===== src/rtl/txc_pkg.sv =====
package txc_pkg;

  localparam int CFG_W = 8;

  typedef struct packed {
    logic invert;
    logic clk_on_los;
    logic sq_lol_en;
    logic sq_los_en;
    logic sq_force;
    logic auto_rst;
    logic man_rst;
  } cfg_t;

  localparam cfg_t CFG_RESET = '{invert: 1'b0, clk_on_los: 1'b0, sq_lol_en: 1'b0,
                                 sq_los_en: 1'b0, sq_force: 1'b0, auto_rst: 1'b1,
                                 man_rst: 1'b0};

  typedef enum logic [1:0] {
    OSEL_PASS  = 2'd0,
    OSEL_INV   = 2'd1,
    OSEL_QUIET = 2'd2,
    OSEL_CLK   = 2'd3
  } osel_e;

  function automatic cfg_t unpack_cfg(input logic [CFG_W-1:0] b);
    cfg_t c;
    c.invert     = b[6];
    c.clk_on_los = b[5];
    c.sq_lol_en  = b[4];
    c.sq_los_en  = b[3];
    c.sq_force   = b[2];
    c.auto_rst   = b[1];
    c.man_rst    = b[0];
    return c;
  endfunction

  function automatic logic [CFG_W-1:0] pack_cfg(input cfg_t c);
    return {1'b0, c.invert, c.clk_on_los, c.sq_lol_en, c.sq_los_en,
            c.sq_force, c.auto_rst, c.man_rst};
  endfunction

endpackage


===== src/rtl/txc_rst_sync.sv =====
module txc_rst_sync #(
  parameter int STAGES = 2
) (
  input  logic clk,
  input  logic rst_n,
  output logic rst_sync_n
);

  logic [STAGES-1:0] sync_q;

  always_ff @(posedge clk or negedge rst_n) begin
    if (!rst_n) sync_q <= '0;
    else        sync_q <= {sync_q[STAGES-2:0], 1'b1};
  end

  assign rst_sync_n = sync_q[STAGES-1];

endmodule


===== src/rtl/txc_cfg_reg.sv =====
module txc_cfg_reg
  import txc_pkg::*;
(
  input  logic             clk,
  input  logic             rst_n,
  input  logic             wr_en,
  input  logic [CFG_W-1:0] wdata,
  output logic [CFG_W-1:0] rdata,
  output cfg_t             cfg
);

  cfg_t cfg_q, cfg_d;

  always_comb begin
    cfg_d         = cfg_q;
    cfg_d.man_rst = 1'b0;
    if (wr_en) cfg_d = unpack_cfg(wdata);
  end

  always_ff @(posedge clk or negedge rst_n) begin
    if (!rst_n) cfg_q <= CFG_RESET;
    else        cfg_q <= cfg_d;
  end

  assign cfg   = cfg_q;
  assign rdata = pack_cfg(cfg_q);

  assert_reserved_zero_R2: assert property (@(posedge clk) disable iff (!rst_n)
    rdata[7] == 1'b0);

  assert_write_lands_R12: assert property (@(posedge clk) disable iff (!rst_n)
    wr_en |=> rdata[6:1] == $past(wdata[6:1]));

  assert_man_rst_self_clear_R10: assert property (@(posedge clk) disable iff (!rst_n)
    (cfg_q.man_rst && !(wr_en && wdata[0])) |=> !cfg_q.man_rst);

endmodule


===== src/rtl/txc_out_cond.sv =====
module txc_out_cond
  import txc_pkg::*;
#(
  parameter int DATA_W = 16
) (
  input  logic              clk,
  input  logic              rst_n,
  input  cfg_t              cfg,
  input  logic              los,
  input  logic              lol,
  input  logic [DATA_W-1:0] din,
  output logic [DATA_W-1:0] dout
);

  logic [DATA_W-1:0] clk_word;
  logic [DATA_W-1:0] dout_d, dout_q;
  logic              quiet, clk_mode;
  osel_e             sel;

  for (genvar i = 0; i < DATA_W; i++) begin : g_clk_word
    assign clk_word[i] = (i % 2) == 1;
  end

  always_comb begin
    quiet    = cfg.sq_force | (cfg.sq_los_en & los) | (cfg.sq_lol_en & lol);
    clk_mode = cfg.clk_on_los & los;
    if (quiet)           sel = OSEL_QUIET;
    else if (clk_mode)   sel = OSEL_CLK;
    else if (cfg.invert) sel = OSEL_INV;
    else                 sel = OSEL_PASS;
  end

  always_comb begin
    unique case (sel)
      OSEL_QUIET: dout_d = '0;
      OSEL_CLK:   dout_d = clk_word;
      OSEL_INV:   dout_d = ~din;
      default:    dout_d = din;
    endcase
  end

  always_ff @(posedge clk or negedge rst_n) begin
    if (!rst_n) dout_q <= '0;
    else        dout_q <= dout_d;
  end

  assign dout = dout_q;

  assert_force_quiet_R5: assert property (@(posedge clk) disable iff (!rst_n)
    cfg.sq_force |=> dout == '0);

  assert_los_quiet_R6: assert property (@(posedge clk) disable iff (!rst_n)
    (cfg.sq_los_en && los) |=> dout == '0);

  assert_lol_quiet_R7: assert property (@(posedge clk) disable iff (!rst_n)
    (cfg.sq_lol_en && lol) |=> dout == '0);

  assert_clk_word_R8: assert property (@(posedge clk) disable iff (!rst_n)
    (cfg.clk_on_los && los && !cfg.sq_force && !(cfg.sq_los_en && los)
     && !(cfg.sq_lol_en && lol)) |=> $countones(dout) == DATA_W / 2 && dout[DATA_W-1]);

  assert_pass_R3: assert property (@(posedge clk) disable iff (!rst_n)
    (!cfg.sq_force && !(cfg.sq_los_en && los) && !(cfg.sq_lol_en && lol)
     && !(cfg.clk_on_los && los) && !cfg.invert) |=> dout == $past(din));

endmodule


===== src/rtl/txout_cond.sv =====
module txout_cond
  import txc_pkg::*;
#(
  parameter int DATA_W     = 16,
  parameter int SYNC_STAGES = 2
) (
  input  logic              clk,
  input  logic              rst_n,
  input  logic              cfg_wr,
  input  logic [7:0]        cfg_wdata,
  output logic [7:0]        cfg_rdata,
  input  logic              los_in,
  input  logic              lol_in,
  input  logic [DATA_W-1:0] data_in,
  output logic [DATA_W-1:0] data_out,
  output logic              fifo_rst_pulse,
  output logic              fifo_auto_rst_en
);

  logic rst_core_n;
  cfg_t cfg;

  txc_rst_sync #(.STAGES(SYNC_STAGES)) u_rst_sync (
    .clk        (clk),
    .rst_n      (rst_n),
    .rst_sync_n (rst_core_n)
  );

  txc_cfg_reg u_cfg (
    .clk   (clk),
    .rst_n (rst_core_n),
    .wr_en (cfg_wr),
    .wdata (cfg_wdata),
    .rdata (cfg_rdata),
    .cfg   (cfg)
  );

  txc_out_cond #(.DATA_W(DATA_W)) u_cond (
    .clk  (clk),
    .rst_n(rst_core_n),
    .cfg  (cfg),
    .los  (los_in),
    .lol  (lol_in),
    .din  (data_in),
    .dout (data_out)
  );

  assign fifo_rst_pulse   = cfg.man_rst;
  assign fifo_auto_rst_en = cfg.auto_rst;

  assert_pulse_matches_rd_R10: assert property (@(posedge clk) disable iff (!rst_core_n)
    fifo_rst_pulse == cfg_rdata[0]);

  assert_auto_en_R11: assert property (@(posedge clk) disable iff (!rst_core_n)
    fifo_auto_rst_en == cfg_rdata[1]);

endmodule


===== config.mk =====
export PLATFORM = sky130hd
export DESIGN_NAME = txout_cond
export DESIGN_NICKNAME = d
export VERILOG_FILES = /design/src/rtl/txc_pkg.sv /design/src/rtl/txc_rst_sync.sv /design/src/rtl/txc_cfg_reg.sv /design/src/rtl/txc_out_cond.sv /design/src/rtl/txout_cond.sv
export SDC_FILE = /design/constraint.sdc
export NUM_CORES = 1
export LEC_CHECK = 0
export BUFFER_PORTS_ARGS = -buffer_cell sky130_fd_sc_hd__buf_2
export CORE_ASPECT_RATIO = 1.5
export CORE_UTILIZATION = 43
export CTS_CLUSTER_SIZE = 28
export DETAILED_ROUTE_END_ITERATION = 8
export PLACE_DENSITY = 0.77
export SETUP_SLACK_MARGIN = 0.15
export SKIP_CTS_REPAIR_TIMING = 1
export SYNTH_ARGS = -nofsm -noshare
export SYNTH_HDL_FRONTEND = slang
export SYNTH_SLANG_ARGS = --single-unit

===== constraint.sdc =====
create_clock -name clk -period 0.9 [get_ports clk]
set_input_delay 0.045 -clock clk [delete_from_list [all_inputs] [get_ports clk]]
set_output_delay 0.045 -clock clk [all_outputs]
set_load 0.01 [all_outputs]

Yosys cells after proc, flatten, opt, wreduce, memory -nomap -nowiden:

Index checks and enable logic that the tools add are counted.

* register bits after elaboration: 25
* latch bits: 0
* RAM bits: 0
* bits in read-only memories: 0
* bits of input ports: 29
* output and inout bits: 26
* word-level logic and storage cells: 23
* memories: 0

* add/subtract/negate cells: 0
* $mul: 0
* divide/modulo/power cells: 0
* $lt $le $gt $ge: 0
* eq/ne operators: 3
* shift-type cells: 0
* muxes and demuxes: 5
* bitwise logic cells: 6
* reduce and logical (&&, ||, !) cells: 0

Operators by type and width (count)
* $pmux 16 s3: 1
* $not 16->16: 1
* $eq 2x2->1 const B: 2
* $mux 2: 2
* $and 1x1->1: 3
* $eq 2x1->1 const B: 1
* $mux 1: 2
* $or 1x1->1: 2

Depth between registers and ports, before layout:

Gate-level depths: netlist of run 1.

* depth after elaboration: 6
* mapped depth: 4
* depth with buffers taken out: 2

Modules after synthesis:

A second synthesis of run 1 with hierarchy kept.

* cells, all modules: 81
* area, all modules: 1079.8 um^2

Modules (own cells, without submodules)
* txc_out_cond: instances 1, cells each 54, area each 676.9 um^2, sequential area each 400.4 um^2
* txc_cfg_reg: instances 1, cells each 24, area each 349.1 um^2, sequential area each 176.4 um^2
* txc_rst_sync: instances 1, cells each 3, area each 53.8 um^2, sequential area each 50.0 um^2

Least setup slack after synthesis of run 1:

Ideal clock, no wire load.

* path type: reg2reg
* start: register, netlist name u_cfg.cfg[6]
* end: register u_cfg.cfg_q, in the netlist u_cfg.cfg[6]
* arrival: 0.942 ns
* path slack: -0.167 ns
* cell stages (with the launch flop): 4
* buffers on the path: 2
* clock period less this slack: 1.067 ns
* cell sequence: dfrtp_1 -> buf_6 -> buf_12 -> mux2_2

RTL lines
* end signal: assignment: RTL line txc_cfg_reg.sv:22 `else cfg_q <= cfg_d;`
* end: declaration: RTL line txc_cfg_reg.sv:12 `cfg_t cfg_q, cfg_d;`

Final worst setup path of run 1:

* start: register u_cfg.cfg_q, in the netlist u_cfg.cfg[4]
* end: register u_cond.dout_q[7], in the netlist u_cond.dout[7]

* longest elaborated chain between the ends: 5
* elaborated cells on any way between the ends: 7

RTL lines
* $and 1x1->1 (*): RTL line txc_out_cond.sv:25 `quiet = cfg.sq_force | (cfg.sq_los_en & los) | (cfg.sq_lol_en & lol);`
* $or 1x1->1 (*): RTL line txc_out_cond.sv:25
* $mux 2 (*): RTL line txc_out_cond.sv:27 `if (quiet) sel = OSEL_QUIET;`
* $eq 2x1->1 / $eq 2x2->1 (equally long branches): RTL line txc_out_cond.sv:34 `unique case (sel)`
* $pmux 16 s3 (*): RTL line txc_out_cond.sv:34
* via u_cond.dout_d[7]: RTL line txc_out_cond.sv:16 `logic [DATA_W-1:0] dout_d, dout_q;`
* end signal: assignment: RTL line txc_out_cond.sv:44 `else dout_q <= dout_d;`
* end: declaration: RTL line txc_out_cond.sv:16

Mark *: on every way through the listed nets, which the timed path passes. The rest lies on a longest branch.
A chain may end at the register's enable or synchronous reset.

==> metrics.csv, run 1 <==
metric;value;unit
cts_buffers;3;
syn_nets;105;
ys_seq_area_frac;0.615;
syn_area;0.00102;sq mm
rsz0062_at_grt;yes;
final_cell_count_no_fill;171;
dieWidth;41.7;um
cts_tree;yes;
leakagePower;0.798;nW
path_delay_family;compound AO/OA/AOI/OAI gates;
yosys_most_used_dff;dfrtp_1;
synth_area_leaders;dfrtp_1 59%, xnor2_1 14%, mux2_2 6.6%;
drtAntennaViolNets;0;
synthArstFlopShare;1.00;
yosys-top-cells-count;24 x dfrtp_1, 16 x xnor2_1, 8 x a21oi_1, 8 x nor3_1, 6 x mux2_2;
grt_max_degree;17;
p_clk_frac;0.191;
first_global_vias;653;
synth_edf_count;0;
yosys_warnings;0;
overflow;0;
p_sw;0.661;mW
clock_latency;0.31;ns
cts.reportedPaths.clkPinSlew;0.13;ns
path_max_fanout;8;
violations;negative hold slack, negative setup slack;
p_int;1.79;mW
clockRootBuffer;clkbuf_4;
grt_usage;0.145;
vias;799;
ir_drop;0.000994;V
gp_congestion;0.687;
pwr-share-comb;0.288;
nNetsFinal;178;
timing.rr.start;u_cfg.cfg[4];
critPathKind;register to register;
die_h;61.6;um
period_share;1.20;
timing.rr.end;u_cond.dout[7];
cts_buffer_depth;2;
area_delta_synth_final;53.6;%
layout_setup_ws;-0.180;ns
vias_per_cell;4.67;
fin_total_pwr;2.45;mW
reg2reg_depth;2;
skew;0.00699;ns
final_util;0.700;
dieArea;0.00257;sq mm
maxCapViolCount;0;
hp-class;input pin to register;
placed_cells;153;
drive_above_1_share;0.527;
finalSetupViolCount;27;
regToRegSetupSlack;-0.18;ns
postSynthCellCount;76;
min_path_cells;3;
fin_hold_ws;-0.000561;ns
report.final.hold_viol_count;1;
power_frac_seq;0.521;
min_to;u_cond.dout[0];
crit_arrival;1.32;ns
rows;21;
crit_buf_inv;0;
io_pins;55;
status;finished, violations left;
swShare;0.269;
start_util;0.456;
grt_pass1_wl;2790;um
cp.depth;2;
antenna_found_initial;0;
n_antenna_cell;0;
drv_slew;0;
hpwl;1420;um
yosys.area.top_type;dfrtp_1;
ys_types;16;
min_from;data_in[0];
h-tree-depth;1;
wire_per_inst;12.2;um
crit_path_end_kind;register;
drt-total-wl;2090;um
synth_most_common_cell;dfrtp_1;
critical-path-slowest-cell;a221o_2;
synth_top_area_share;0.590;
critPathLaunchType;register;
fin_tns_setup;-3.17;ns
p_per_area;1570;mW/mm^2
critPathMaxStageDelay;0.43;ns
dr.pass1.iters;4;
clock.fmax;0.926;GHz
cts_sinks;25;
io_buffers;52;
route.detailed.drc;0;
crit_path_cell_trace;a221o_2 -> a21oi_1;
crit_required;1.14;ns
drt_iter0_drc;9;
min_period;1.08;ns
ys_ff_latch;25;
core_area;0.00223;sq mm
syn_area_per_cell;13.4;sq um
[worst reg2reg max path: cells and delay by family (launching register included)]
| family | cells | cell delay (ns) |
|---|---|---|
| DFF | 1 | 0.42 |
| AOI/OAI and AO/OA | 2 | 0.59 |
[cell usage in the layout (no fill, tap or decap)]
cell            n
nor3_2          1
buf_2          45
buf_4           5
xnor2_1        16
mux2_2          3
nor3_1          7
mux2_4          3
nand2_1         1
buf_6          11
and2_1          1
dfrtp_1        24
dlygate4sd3_1  12
dfstp_2         1
a221o_2         1
a21o_2          1
buf_12          1
conb_1          2
o21a_2          1
a21oi_2         1
a21oi_1         7
clkbuf_4        3
clkinv_2        1
[logic make-up after synthesis]
kind of cell,after synthesis,synth area share
and+or+nand+nor,10,0.0491
DFF,25,0.615
AOI/OAI and AO/OA,11,0.0663
buffers and inverters,6,0.0577
muxes,6,0.0663
xor gates and xnor gates,16,0.138
other,2,0.00737
[sequential cells by signal, indices dropped and copies added, names as in the netlist]
signal,count
u_cfg.cfg,7
u_cond.dout,16
u_rst_sync.sync_q,2
[layout make-up]
| cell class | instances | area [sq um] |
|---|---|---|
| Fill cell | 152 | 669 |
| Sequential cell | 25 | 627 |
| Timing Repair Buffer | 74 | 527 |
| Multi-Input combinational cell | 45 | 354 |
| Tap cell | 23 | 28.8 |
| Clock buffer | 3 | 22.5 |
| Clock inverter | 1 | 5.00 |
[worst max path at each step]
stage                       startpoint              to
after floorplan           u_cfg.cfg[6]    u_cfg.cfg[6]
after global placement    u_cfg.cfg[4]  u_cond.dout[9]
after detailed placement  u_cfg.cfg[4]  u_cond.dout[7]
after CTS                 u_cfg.cfg[6]    cfg_rdata[6]
after global routing      u_cfg.cfg[4]  u_cond.dout[7]
final                     u_cfg.cfg[4]  u_cond.dout[7]
[layer usage]
metal / wire, um / GRT usage / vias up
met5: 0 / 0 / -
met4: 13 / 0.0691 / 0
met3: 114 / 0.0235 / 2
met2: 1180 / 0.246 / 28
met1: 779 / 0.182 / 378
li1: - / - / 391
[stage by stage]
step	worst slack, ns	area, sq um	hold slack (ns)
2_1_floorplan	-0.167	1020	-0.251
5_1_grt	-0.229	1560	0.00327
6_report	-0.180	1560	-0.000561
4_1_cts	-0.246	1350	-0.508
3_5_place_dp	-0.153	1320	-0.166
3_3_place_gp	-0.0846	1320	-0.167
[power by group through the flow]
stage / registers (mW) / clock network, mW / logic, mW
2_1_floorplan: 1.37 / 0 / 0.275
3_3_place_gp: 1.29 / 0 / 0.563
3_5_place_dp: 1.30 / 0 / 0.576
4_1_cts: 1.27 / 0.482 / 0.579
5_1_grt: 1.29 / 0.532 / 0.769
6_report: 1.28 / 0.470 / 0.706
Note: power is estimated with default switching activity, not from simulation.
==> run 2, diff against run 1 <==
--- a/config.mk
+++ b/config.mk
@@ -7,11 +7,11 @@
 export LEC_CHECK = 0
 export BUFFER_PORTS_ARGS = -buffer_cell sky130_fd_sc_hd__buf_2
 export CORE_ASPECT_RATIO = 1.5
-export CORE_UTILIZATION = 43
+export CORE_UTILIZATION = 46
 export CTS_CLUSTER_SIZE = 28
 export DETAILED_ROUTE_END_ITERATION = 8
-export PLACE_DENSITY = 0.77
-export SETUP_SLACK_MARGIN = 0.15
+export PLACE_DENSITY = 0.82
+export SETUP_SLACK_MARGIN = 0.02
 export SKIP_CTS_REPAIR_TIMING = 1
 export SYNTH_ARGS = -nofsm -noshare
 export SYNTH_HDL_FRONTEND = slang
==> constraint.sdc (replaced) <==
create_clock -name clk -period 1.4 [get_ports clk]
set_input_delay 0.07 -clock clk [delete_from_list [all_inputs] [get_ports clk]]
set_output_delay 0.07 -clock clk [all_outputs]
set_load 0.01 [all_outputs]
==> run 2 against run 1 <==
  * The flow now finishes without violations
  * Largest power group unchanged
  * Critical endpoint is now cfg_rdata[6]
  * Largest cell class unchanged
  * Sequential share of layout area is 6.4 points higher
  * Total power shrank 40%
  * Critical path type is now register to primary output
  * Hold slack gained 0.010 ns
  * Core utilization shrank 4.1 points
==> metrics.csv, run 2 (synthesized netlist as in run 1, its figures left out) <==
metric;value;unit;change
h-tree-depth;1;;unchanged
min_period;1.27;ns;
core_area;0.00205;sq mm;-8.1%
vias;740;;-7.4%
crit_path_end_kind;primary output;;
maxCapViolCount;0;;unchanged
layout_setup_ws;0.134;ns;+0.314 ns
drt-total-wl;1970;um;-5.5%
p_sw;0.400;mW;-39%
ir_drop;0.000658;V;-34%
leakagePower;0.692;nW;-13%
final_cell_mix;52 x buf_2, 23 x dfrtp_1, 16 x xnor2_1;;
crit_buf_inv;1;;+1
grt_pass1_wl;3070;um;+9.9%
drtAntennaViolNets;0;;unchanged
p_int;1.07;mW;-40%
dp_slack;0.0820;ns;+0.235 ns
route.detailed.drc;0;;unchanged
n_antenna_cell;0;;unchanged
path_max_fanout;18;;+10
critPathLaunchType;register;;
nNetsFinal;164;;-7.9%
p_per_area;1090;mW/mm^2;-31%
power_frac_seq;0.570;;+0.049
skew;0.00381;ns;-0.00319 ns
status;finished clean;;
start_util;0.496;;+0.0403
cts_buffers;3;;unchanged
first_global_vias;741;;+13%
p_clk_frac;0.210;;+0.019
critPathMaxStageDelay;0.67;ns;+0.24 ns
hpwl;1450;um;+2.0%
drv_slew;0;;unchanged
clockRootBuffer;clkbuf_4;;
cts_buffer_depth;2;;unchanged
vias_per_cell;4.74;;+1.5%
rows;20;;-4.8%
report.final.hold_viol_count;0;;-1
rsz0062_at_grt;no;;
clock_latency;0.30;ns;about the same
io_buffers;52;;unchanged
dieWidth;40.4;um;-3.2%
fin_tns_setup;0;ns;+3.17 ns
critPathKind;register to primary output;;
clock.fmax;0.790;GHz;
pwr-share-comb;0.221;;-0.067
grt_max_degree;24;;+7
crit_path_cell_trace;buf_2;;
fin_total_pwr;1.47;mW;-40%
hp-class;input pin to register;;
finalSetupViolCount;0;;-100%
cts_tree;yes;;
place_area;0.00125;sq mm;-5.0%
io_pins;55;;unchanged
path_delay_family;flip-flops;;
fin_hold_ws;0.00991;ns;+0.0105 ns
area_delta_synth_final;32.8;%;
final_common_cell;buf_2;;
period_share;0.904;;
cts.reportedPaths.clkPinSlew;0.12;ns;about the same
crit_required;1.33;ns;+0.19 ns
largest_register_ffs;16;;unchanged
swShare;0.272;;+0.00240
grt_usage;0.185;;+0.0405
crit_arrival;1.20;ns;-0.12 ns
overflow;0;;unchanged
drive_above_1_share;0.493;;-0.0345
drt_iter0_drc;7;;-2
antenna_found_initial;0;;unchanged
die_h;59.6;um;-3.2%
fin_area;0.00135;sq mm;-14%
dr.pass1.iters;4;;unchanged
gp_congestion;0.590;;-14%
wire_per_inst;12.6;um;+3.6%
critical-path-slowest-cell;dfrtp_2;;
dieArea;0.00241;sq mm;-6.3%
cts_sinks;25;;unchanged
==> run 2: worst paths after layout <==
path	cells past startpoint	from	endpoint	slack [ns]
max	1	u_cfg.cfg[6]	cfg_rdata[6]	0.13
min	2	cfg_wdata[5]	u_cfg.cfg[5]	0.01
max reg2reg	2	u_cfg.cfg[4]	u_cond.dout[9]	0.26
min reg2reg	1	u_rst_sync.sync_q[1]	u_cond.dout[2]	0.23
max in group asynchronous	1	u_rst_sync.sync_q[1]	u_cfg.cfg[1]	0.89
min in group asynchronous	2	rst_n	u_rst_sync.sync_q[1]	0.05
==> run 2: layer usage <==
layer / up-vias / track usage / share of wire
met5: - / 0 / 0
met4: 0 / 0.0714 / 0.013
met3: 2 / 0.0226 / 0.045
met2: 25 / 0.304 / 0.55
met1: 352 / 0.238 / 0.39
li1: 361 / - / -
==> run 2: power groups by stage <==
stage                     clock network, mW  registers [mW]  logic (mW)
after floorplan                           0           0.878       0.177
after global placement                    0           0.850       0.303
after detailed placement                  0           0.854       0.313
after CTS                             0.325           0.839       0.314
after global routing                  0.349           0.851       0.362
final                                 0.309           0.838       0.325
==> run 2: layout make-up <==
type,count,area (sq um)
Sequential cell,25,628
Tap cell,22,27.5
Clock buffer,4,26.3
Fill cell,167,699
Timing Repair Buffer,60,338
Multi-Input combinational cell,45,333
==> run 2: metrics by stage <==
stage,std cells,util
global placement,145,0.612
global route,156,0.659
detailed placement,145,0.612
floorplan,76,-
CTS,149,0.624
finish,156,0.659
